File: src/rtl/fcmac_core.sv
module fcmac_core #(
  parameter int M     = 4,
  parameter int NACT  = 8,
  parameter int NN    = 4,
  parameter int MAXC  = 4,
  parameter int AW    = 5,
  parameter int WW    = 5,
  parameter logic [6:0] FUNCT7 = 7'h2A
) (
  input  logic        clk,
  input  logic        rst_n,
  input  logic        cmd_valid,
  output logic        cmd_ready,
  input  logic [6:0]  cmd_funct7,
  input  logic [2:0]  cmd_funct3,
  input  logic [31:0] cmd_rs1,
  input  logic [31:0] cmd_rs2,
  output logic        rsp_valid,
  input  logic        rsp_ready,
  output logic [31:0] rsp_data,
  output logic        done
);
  localparam int IW   = $clog2(NACT);
  localparam int NW   = $clog2(NN);
  localparam int CW   = $clog2(MAXC);
  localparam int SW   = $clog2(NN * MAXC);
  localparam int NE   = NN * MAXC;
  localparam int PW   = AW + WW;
  localparam int ACCW = PW + $clog2(M * MAXC) + 1;

  function automatic logic signed [WW-1:0] wt(input int k);
    return WW'(((7 * k + 3) % 31) - 15);
  endfunction

  typedef enum logic [1:0] {S_IDLE, S_RUN, S_FIN} st_t;

  st_t                    st;
  logic signed [AW-1:0]   act [NACT];
  logic signed [ACCW-1:0] res [NN];
  logic signed [ACCW-1:0] acc;
  logic signed [ACCW-1:0] chunk;
  logic [NW-1:0]          cur_n;
  logic [CW-1:0]          step;
  logic [SW-1:0]          sel;
  logic [M-1:0]           rom_en   [NE];
  logic [IW-1:0]          rom_ix   [NE][M];
  logic                   rom_last [NE];
  logic signed [PW-1:0]   prod [M];
  logic                   unused_bits;

  assign unused_bits = ^{cmd_rs1, cmd_rs2};

  genvar e, k;
  generate
    for (e = 0; e < NE; e++) begin : g_rom
      localparam int EN = e / MAXC;
      localparam int EC = e % MAXC;
      assign rom_last[e] = (EC == EN % MAXC);
      for (k = 0; k < M; k++) begin : g_ent
        assign rom_en[e][k] = ((EN + EC + k) % 3) != 0;
        assign rom_ix[e][k] = IW'((3 * EN + EC * M + k) % NACT);
      end
    end
    for (k = 0; k < M; k++) begin : g_mul
      localparam logic signed [WW-1:0] W = wt(k);
      assign prod[k] = rom_en[sel][k] ? PW'(act[rom_ix[sel][k]] * W) : '0;
    end
  endgenerate

  assign sel = SW'(cur_n) * SW'(MAXC) + SW'(step);

  always_comb begin
    chunk = '0;
    for (int i = 0; i < M; i++) chunk = chunk + ACCW'(prod[i]);
  end

  wire take    = cmd_valid && cmd_ready;
  wire legal   = cmd_funct7 == FUNCT7;
  wire do_load = take && legal && cmd_funct3 == 3'd0;
  wire do_run  = take && legal && cmd_funct3 == 3'd1;
  wire do_read = take && legal && cmd_funct3 == 3'd2;

  assign cmd_ready = (st == S_IDLE) && !rsp_valid;

  always_ff @(posedge clk or negedge rst_n) begin
    if (!rst_n) begin
      st        <= S_IDLE;
      acc       <= '0;
      cur_n     <= '0;
      step      <= '0;
      rsp_valid <= 1'b0;
      rsp_data  <= '0;
      done      <= 1'b0;
      for (int i = 0; i < NACT; i++) act[i] <= '0;
      for (int i = 0; i < NN; i++)   res[i] <= '0;
    end else begin
      done <= 1'b0;
      if (do_load) act[cmd_rs1[IW-1:0]] <= cmd_rs2[AW-1:0];
      if (rsp_valid && rsp_ready) rsp_valid <= 1'b0;
      if (do_read) begin
        rsp_valid <= 1'b1;
        rsp_data  <= 32'(res[cmd_rs1[NW-1:0]]);
      end
      case (st)
        S_IDLE: if (do_run) begin
          st    <= S_RUN;
          cur_n <= cmd_rs1[NW-1:0];
          step  <= '0;
        end
        S_RUN: begin
          acc <= (step == '0) ? chunk : acc + chunk;
          if (rom_last[sel]) st <= S_FIN;
          else               step <= step + 1'b1;
        end
        S_FIN: begin
          res[cur_n] <= acc;
          done       <= 1'b1;
          st         <= S_IDLE;
        end
        default: st <= S_IDLE;
      endcase
    end
  end
endmodule

File: config.mk
export PLATFORM = sky130hd
export DESIGN_NAME = fcmac_core
export DESIGN_NICKNAME = d
export VERILOG_FILES = /design/src/rtl/fcmac_core.sv
export SDC_FILE = /design/constraint.sdc
export NUM_CORES = 1
export LEC_CHECK = 0
export ABC_AREA = 0
export CAP_MARGIN = 20
export CORE_MARGIN = 2
export CORE_UTILIZATION = 49
export CTS_CLUSTER_SIZE = 8
export DETAILED_ROUTE_END_ITERATION = 8
export DONT_BUFFER_PORTS = 1
export PLACE_DENSITY = 0.61
export SLEW_MARGIN = 20
export SYNTH_ARGS = -nofsm -noshare
export SYNTH_HDL_FRONTEND = slang
export SYNTH_SLANG_ARGS = --single-unit
File: constraint.sdc
create_clock -name clk -period 13.62 [get_ports clk]
set_input_delay 2.724 -clock clk [delete_from_list [all_inputs] [get_ports clk]]
set_output_delay 2.724 -clock clk [all_outputs]
set_load 0.02 [all_outputs]
## Word-level counts from Yosys, hierarchy flattened

Memory sizes are Yosys's and may differ from the RTL's.
Cells that the tools add are included.

- Bits in registers: 138
- Memory bits (read-only): 272
- Input port bits: 78
- Memories: 3

Memory list:

| memory | words | width | rd ports | clocked after memory_dff | wr ports | RTL line | source |
|---|---|---|---|---|---|---|---|
| (no name shown) | 16 | 12 | 1 | 0 | 0 | 66 | `assign prod[k] = rom_en[sel][k] ? PW'(act[rom_ix[sel][k]] * W) : '0;` |
| (no name shown) | 16 | 4 | 1 | 0 | 0 | 66 |  |
| (no name shown) | 16 | 1 | 1 | 0 | 0 | 112 | `if (rom_last[sel]) st <= S_FIN;` |

- Add/subtract/negate cells: 6
- $mul: 3
- $lt $le $gt $ge: 10
- Eq/ne operators: 8
- Muxes and demuxes: 41
- Bitwise logic cells: 8
- Reductions and logical operators: 18

Operators with widths:

| kind | count |
|---|---|
| 5-bit binary-select mux with 3-bit select | 4 |
| 60-bit bitwise mux | 1 |
| 15-bit 2-to-1 mux | 4 |
| 5-bit 2-to-1 mux | 9 |
| 40-bit bitwise mux | 1 |
| 10-bit 2-to-1 mux | 4 |
| 15-bit binary-select mux with 2-bit select | 1 |
| 15-bit demux with 2-bit select | 1 |
| 12-bit 2-to-1 mux | 2 |
| 4-bit greater-or-equal comparator, second input constant | 5 |
| 3-bit inverter with 4-bit output | 5 |
| 15-bit by 13-bit adder with 15-bit output | 1 |
| 5-bit demux with 3-bit select | 1 |
| 12-bit by 10-bit adder with 13-bit output | 1 |
| 11-bit by 10-bit adder with 12-bit output | 1 |
| 10-bit by 10-bit adder with 11-bit output | 1 |
| 5-bit by 5-bit multiplier with 10-bit output, second input constant | 1 |
| 1-bit logical AND | 9 |
| 5-bit by 4-bit multiplier with 9-bit output, second input constant | 1 |
| 5-bit by 3-bit multiplier with 8-bit output, second input constant | 1 |
| 2-bit 2-to-1 mux | 4 |
| 4-bit 2-to-1 mux | 2 |
| 2-bit case mux with 2 select lines | 2 |
| 7-bit by 6-bit == test with 1-bit output, second input constant | 1 |
| 20 further kinds | 31 |

## Logic depth before layout (Yosys ltp)

- Word-level depth: 16
- Depth in mapped cells: 35

## Least setup slack after synthesis

No wires, ideal clock.

- Kind: flip-flop to flip-flop
- Start point: register step[0]
- End point: register acc[14]
- Setup time: 0.104 ns
- Arrival time: 7.846 ns
- Data required time: 13.516 ns
- Path slack: 5.670 ns
- Stages on the path, launching flop included: 35
- Period minus slack after synthesis: 7.950 ns
- Path through: dfrtp_1 > buf_4 > buf_4 > buf_4 > mux2i_1 > nand2_1 > a31oi_1 > inv_1 > ha_1 > inv_1 > fa_1 > inv_1 > ha_1 > ha_1 > a21o_1 > a21oi_1 > o21bai_1 > a21oi_1 > xnor2_1 > nand2_1 > fa_1 > fa_1 > inv_1 > ha_1 > or4_1 > a211oi_1 > o41ai_1 > xor2_1 > ha_1 > a211o_1 > nor2b_1 > a22o_1 > or3_1 > mux2i_1 > a221oi_1

- Longest elaborated chain between the ends: 16

Ends and longest elaborated chain:

| item | RTL line | source |
|---|---|---|
| from (decl) | 43 | `logic [CW-1:0] step;` |
| from (signal assigned) | 113 | `else step <= step + 1'b1;` |
| 4-bit by 2-bit adder with 4-bit output | 70 | `assign sel = SW'(cur_n) * SW'(MAXC) + SW'(step);` |
| 4-bit inverter with 5-bit output (implied by the code) | 66 |  |
| memory read 16 x 12 bit | -- |  |
| 12-bit 2-to-1 mux (implied by the code) (2 in series) | 66 |  |
| 3-bit inverter with 4-bit output (implied by the code) | 66 |  |
| 5-bit binary-select mux with 3-bit select | 66 |  |
| 5-bit 2-to-1 mux (implied by the code) (2 in series) | 66 |  |
| 5-bit by 4-bit multiplier with 9-bit output / 5-bit by 3-bit multiplier with 8-bit output (equally long branches) | 66 |  |
| 10-bit 2-to-1 mux | 66 |  |
| 10-bit by 10-bit adder with 11-bit output | 74 | `for (int i = 0; i < M; i++) chunk = chunk + ACCW'(prod[i]);` |
| 11-bit by 10-bit adder with 12-bit output | 74 |  |
| 12-bit by 10-bit adder with 13-bit output | 74 |  |
| 15-bit by 13-bit adder with 15-bit output | 111 | `acc <= (step == '0) ? chunk : acc + chunk;` |
| 15-bit 2-to-1 mux (*) | 111 |  |
| to (signal assigned) | 111 |  |
| to (decl) | 40 | `logic signed [ACCW-1:0] acc;` |

Every way passes the cells marked *; elsewhere a longest branch is shown, timed or not. The select of a mux whose other input is x is not followed.
A chain may end at the register's enable or synchronous reset.

## Final worst setup path

Ends and elaborated chain as after synthesis.

==> reports/qor.log <==
qor: status.run_status complete, no violations
qor: grt.busiest_layer met2
qor: setup_path.end_kind flop
qor: synthesis.yosys_warnings 0
qor: sta.layout_min_cycle_time 9.212 ns
qor: sta.final-hold-violation-count 0
qor: setup_path.critical-path-max-stage-delay 0.60 ns
qor: clocking.cts_buffer_count 17
qor: sta.tightestPinTransition 1.001 ns
qor: die.core_area 19590 µm²
qor: layout.area_delta_synth_final 7.282%
qor: die.i_o_pins 113
qor: synthesis.synthesis.instances 846
qor: pwr.ratio_of_total_power_to_cell_area 92.12 nW/µm²
qor: grt.grt_max_degree 139
qor: setup_path.cpMostUsedCell sky130_fd_sc_hd__ha_1
qor: synthesis.portion_of_synthesized_cell_area_occupied_by_the_leading_cell_type 35.01%
qor: synthesis.fraction_of_registers_with_async_set_reset 100.0%
qor: sta.finalSetupViolCount 0
qor: setup_path.critPathSlowestCell sky130_fd_sc_hd__mux4_2
qor: setup_path.timing.critical_path.from_type flop
qor: sta.final.period_utilization 67.63%
qor: route.drt_iter0_markers 296
qor: sta.relative_slew_margins 33.23%
qor: sta.timing.clock.skew 0.01353 ns
qor: synthesis.synth_cell_types 66
qor: die.die-width 145.9 µm
qor: grt.grt_pass1_wl 34070 µm
qor: route.drtAntennaViolNets 0
qor: setup_path.worst-path-max-fanout 36
qor: clocking.setup_buffers_after_cts 0
qor: route.detail_routed_via_count_per_cell 5.652
qor: grt.grtUsageTotal 19.93%
qor: sta.fin_setup_tns 0 ns
qor: layout.num_antenna_cells 0
qor: layout.drive_gt1_share 25.54%
qor: route.route.final.wire_length 20020 µm
qor: pwr.total_leakage_power 5.287 nW
qor: synthesis.synth-edff-count 0
qor: sta.timing.fmax 108.6 MHz
qor: clocking.worstSkewPairLatency 0.43 ns
qor: synthesis.synth.ff_latch_count 138
qor: synthesis.synth_flop_cell sky130_fd_sc_hd__dfrtp_1
qor: die.core.rowCount 51
qor: clocking.ctsRootBufferMaster sky130_fd_sc_hd__clkbuf_16
qor: grt.globalRouteMet1Util 23.73%
qor: route.drcViolationCount 0
qor: synthesis.synth_sequential_area_ratio 35.01%
qor: setup_path.crit_required 13.94 ns
qor: grt.first_global_vias 6674
qor: route.wl_per_cell 18.22 µm
qor: clocking.cts.repair.resized 0
qor: hold_path.hold_path_class reg -> reg
qor: synthesis.synthMostInstantiatedCell sky130_fd_sc_hd__dfrtp_1
qor: synthesis.syn_avg_cell_area 11.66 µm²
qor: synthesis.ys_top_cells_by_area sky130_fd_sc_hd__dfrtp_1 35%, sky130_fd_sc_hd__mux2_2 13%, sky130_fd_sc_hd__mux4_2 9.4%
qor: setup_path.wp_data_arrival 9.53 ns
qor: layout.design.final.nets 995
qor: synthesis.list_of_most_frequent_post_synthesis_cells 138 x sky130_fd_sc_hd__dfrtp_1, 110 x sky130_fd_sc_hd__mux2_2, 84 x sky130_fd_sc_hd__nand2_1
qor: clocking.cts.path.max_buffers 2
qor: clocking.h-tree-depth 4
qor: clocking.tritoncts done
qor: placement.post-dp-hpwl 15440 µm
qor: sta.count_of_final_max_slew_check_failures 0
qor: die.dieHeight 145.9 µm
qor: clocking.cts.clk_slew.worst_paths 0.07 ns
qor: synthesis.synth.net_count 1020
qor: synthesis.yosysTopAreaCell sky130_fd_sc_hd__dfrtp_1
qor: synthesis.mappedNetlistArea 9863 µm²
qor: grt.grtUsageMet2 36.63%
qor: placement.number_of_port_buffers 0
qor: clocking.clkSinkCount 138
qor: grt.globalRouteMet3Util 3.103%
qor: grt.antenna_found_initial 0
qor: layout.fin_util 54.01%
qor: job.timing.max_cap.violations 0
qor: die.start_util 50.35%
qor: sta.grt_setup_unrepaired no
qor: clocking.holdBufCountCts 0
qor: route.drt_pass1_iterations 4
qor: die.die-area 21280 µm²
qor: setup_path.cp_class reg -> reg
qor: grt.grt-ovfl-total 0
qor: route.num_vias 6211
qor: placement.gp_congestion 0.8527
qor: pwr.irDropWorstVdd 0.08738 mV
critical path, delay by kind of cell (launching register included):
kind | cells | cell delay (ns)
buf+inv | 5 | 0.77
simple gates | 5 | 1.23
mux | 2 | 0.75
compound gates | 10 | 2.46
xor+xnor | 2 | 0.43
flops | 1 | 0.35
fa+ha+maj | 8 | 3.09
registers in the layout (all words and copies together), names as in the netlist:
name       count
acc           15
res           60
cur_n          2
act           40
rsp_valid      1
st             2
done           1
rsp_data      15
step           2
area by class of cell:
| cell class | count | area (µm²) |
|---|---|---|
| Clock inverter | 15 | 200.2 |
| Fill cell | 1612 | 9009 |
| Timing Repair Buffer | 4 | 30.03 |
| Inverter | 55 | 206.4 |
| Tap cell | 265 | 331.6 |
| Sequential cell | 138 | 3458 |
| Multi-Input combinational cell | 605 | 5929 |
| Clock buffer | 17 | 425.4 |
stage by stage:
| step | total power [mW] | setup slack (ns) | instance area [µm²] | cells | hold WS, ns |
|---|---|---|---|---|---|
| global route | 1.013 | 3.881 | 10580 | 1099 | 0.5152 |
| global placement | 0.5033 | 4.680 | 9956 | 1067 | 0.4601 |
| detailed placement | 0.5061 | 4.410 | 9956 | 1067 | 0.4731 |
| finish | 0.9748 | 4.408 | 10580 | 1099 | 0.4861 |
| floorplan | 0.4926 | 5.670 | 9863 | 846 | 0.4446 |
| CTS | 0.9844 | 4.339 | 10580 | 1099 | 0.4896 |
where the power goes:
| part | total [mW] | switching [mW] | internal [mW] |
|---|---|---|---|
| Combinational | 0.0864 | 0.0489 | 0.0375 |
| Clock | 0.476 | 0.210 | 0.266 |
| Sequential | 0.412 | 0.00140 | 0.410 |
| Total | 0.975 | 0.261 | 0.714 |
cell usage in the layout (no fill, tap or decap), drive strengths merged, types with 3 or more instances in the layout:
cell type and n:
nand3 6, a21o 14, nor2b 7, fa 26
xnor2 22, a22oi 3, dfrtp 138, a221oi 3
and2 12, inv 62, nor2 22, clkbuf 17
mux2 115, nand2 87, nand2b 4, nor3 12
ha 70, o21ai 24, o21a 3, mux2i 38
a31oi 3, o31ai 3, buf 4, mux4 41
clkinv 7, xor2 11, o211ai 3, or2 6
and3 6, a211oi 7, a21oi 28
cell families after synthesis:
group | count (synthesis) | share of synthesized area (%)
mux | 194 | 26.67
xor+xnor | 33 | 3.121
compound gates | 106 | 6.952
flops | 138 | 35.01
fa+ha+maj | 96 | 14.16
buf+inv | 103 | 4.871
simple gates | 176 | 9.223
final timing paths:
| kind | start | endpoint | slack (ns) | depth (start not counted) |
|---|---|---|---|---|
| min reg2reg | res[44] | res[44] | 0.49 | 2 |
| min | res[44] | res[44] | 0.49 | 2 |
| max | step[0] | acc[14] | 4.41 | 32 |
| max reg2reg | step[0] | acc[14] | 4.41 | 32 |
| min in group asynchronous | rst_n | res[58] | 1.98 | 0 |
| max in group asynchronous | rst_n | act[4] | 11.41 | 0 |
routing by layer:
| layer | share of wire (%) | routed length [µm] |
|---|---|---|
| met3 | 2.1 | 412 |
| met2 | 54 | 10850 |
| met4 | 1.9 | 388 |
| met5 | 0 | 0 |
| met1 | 42 | 8371 |
No activity file was read; power rests on OpenSTA's default activity.
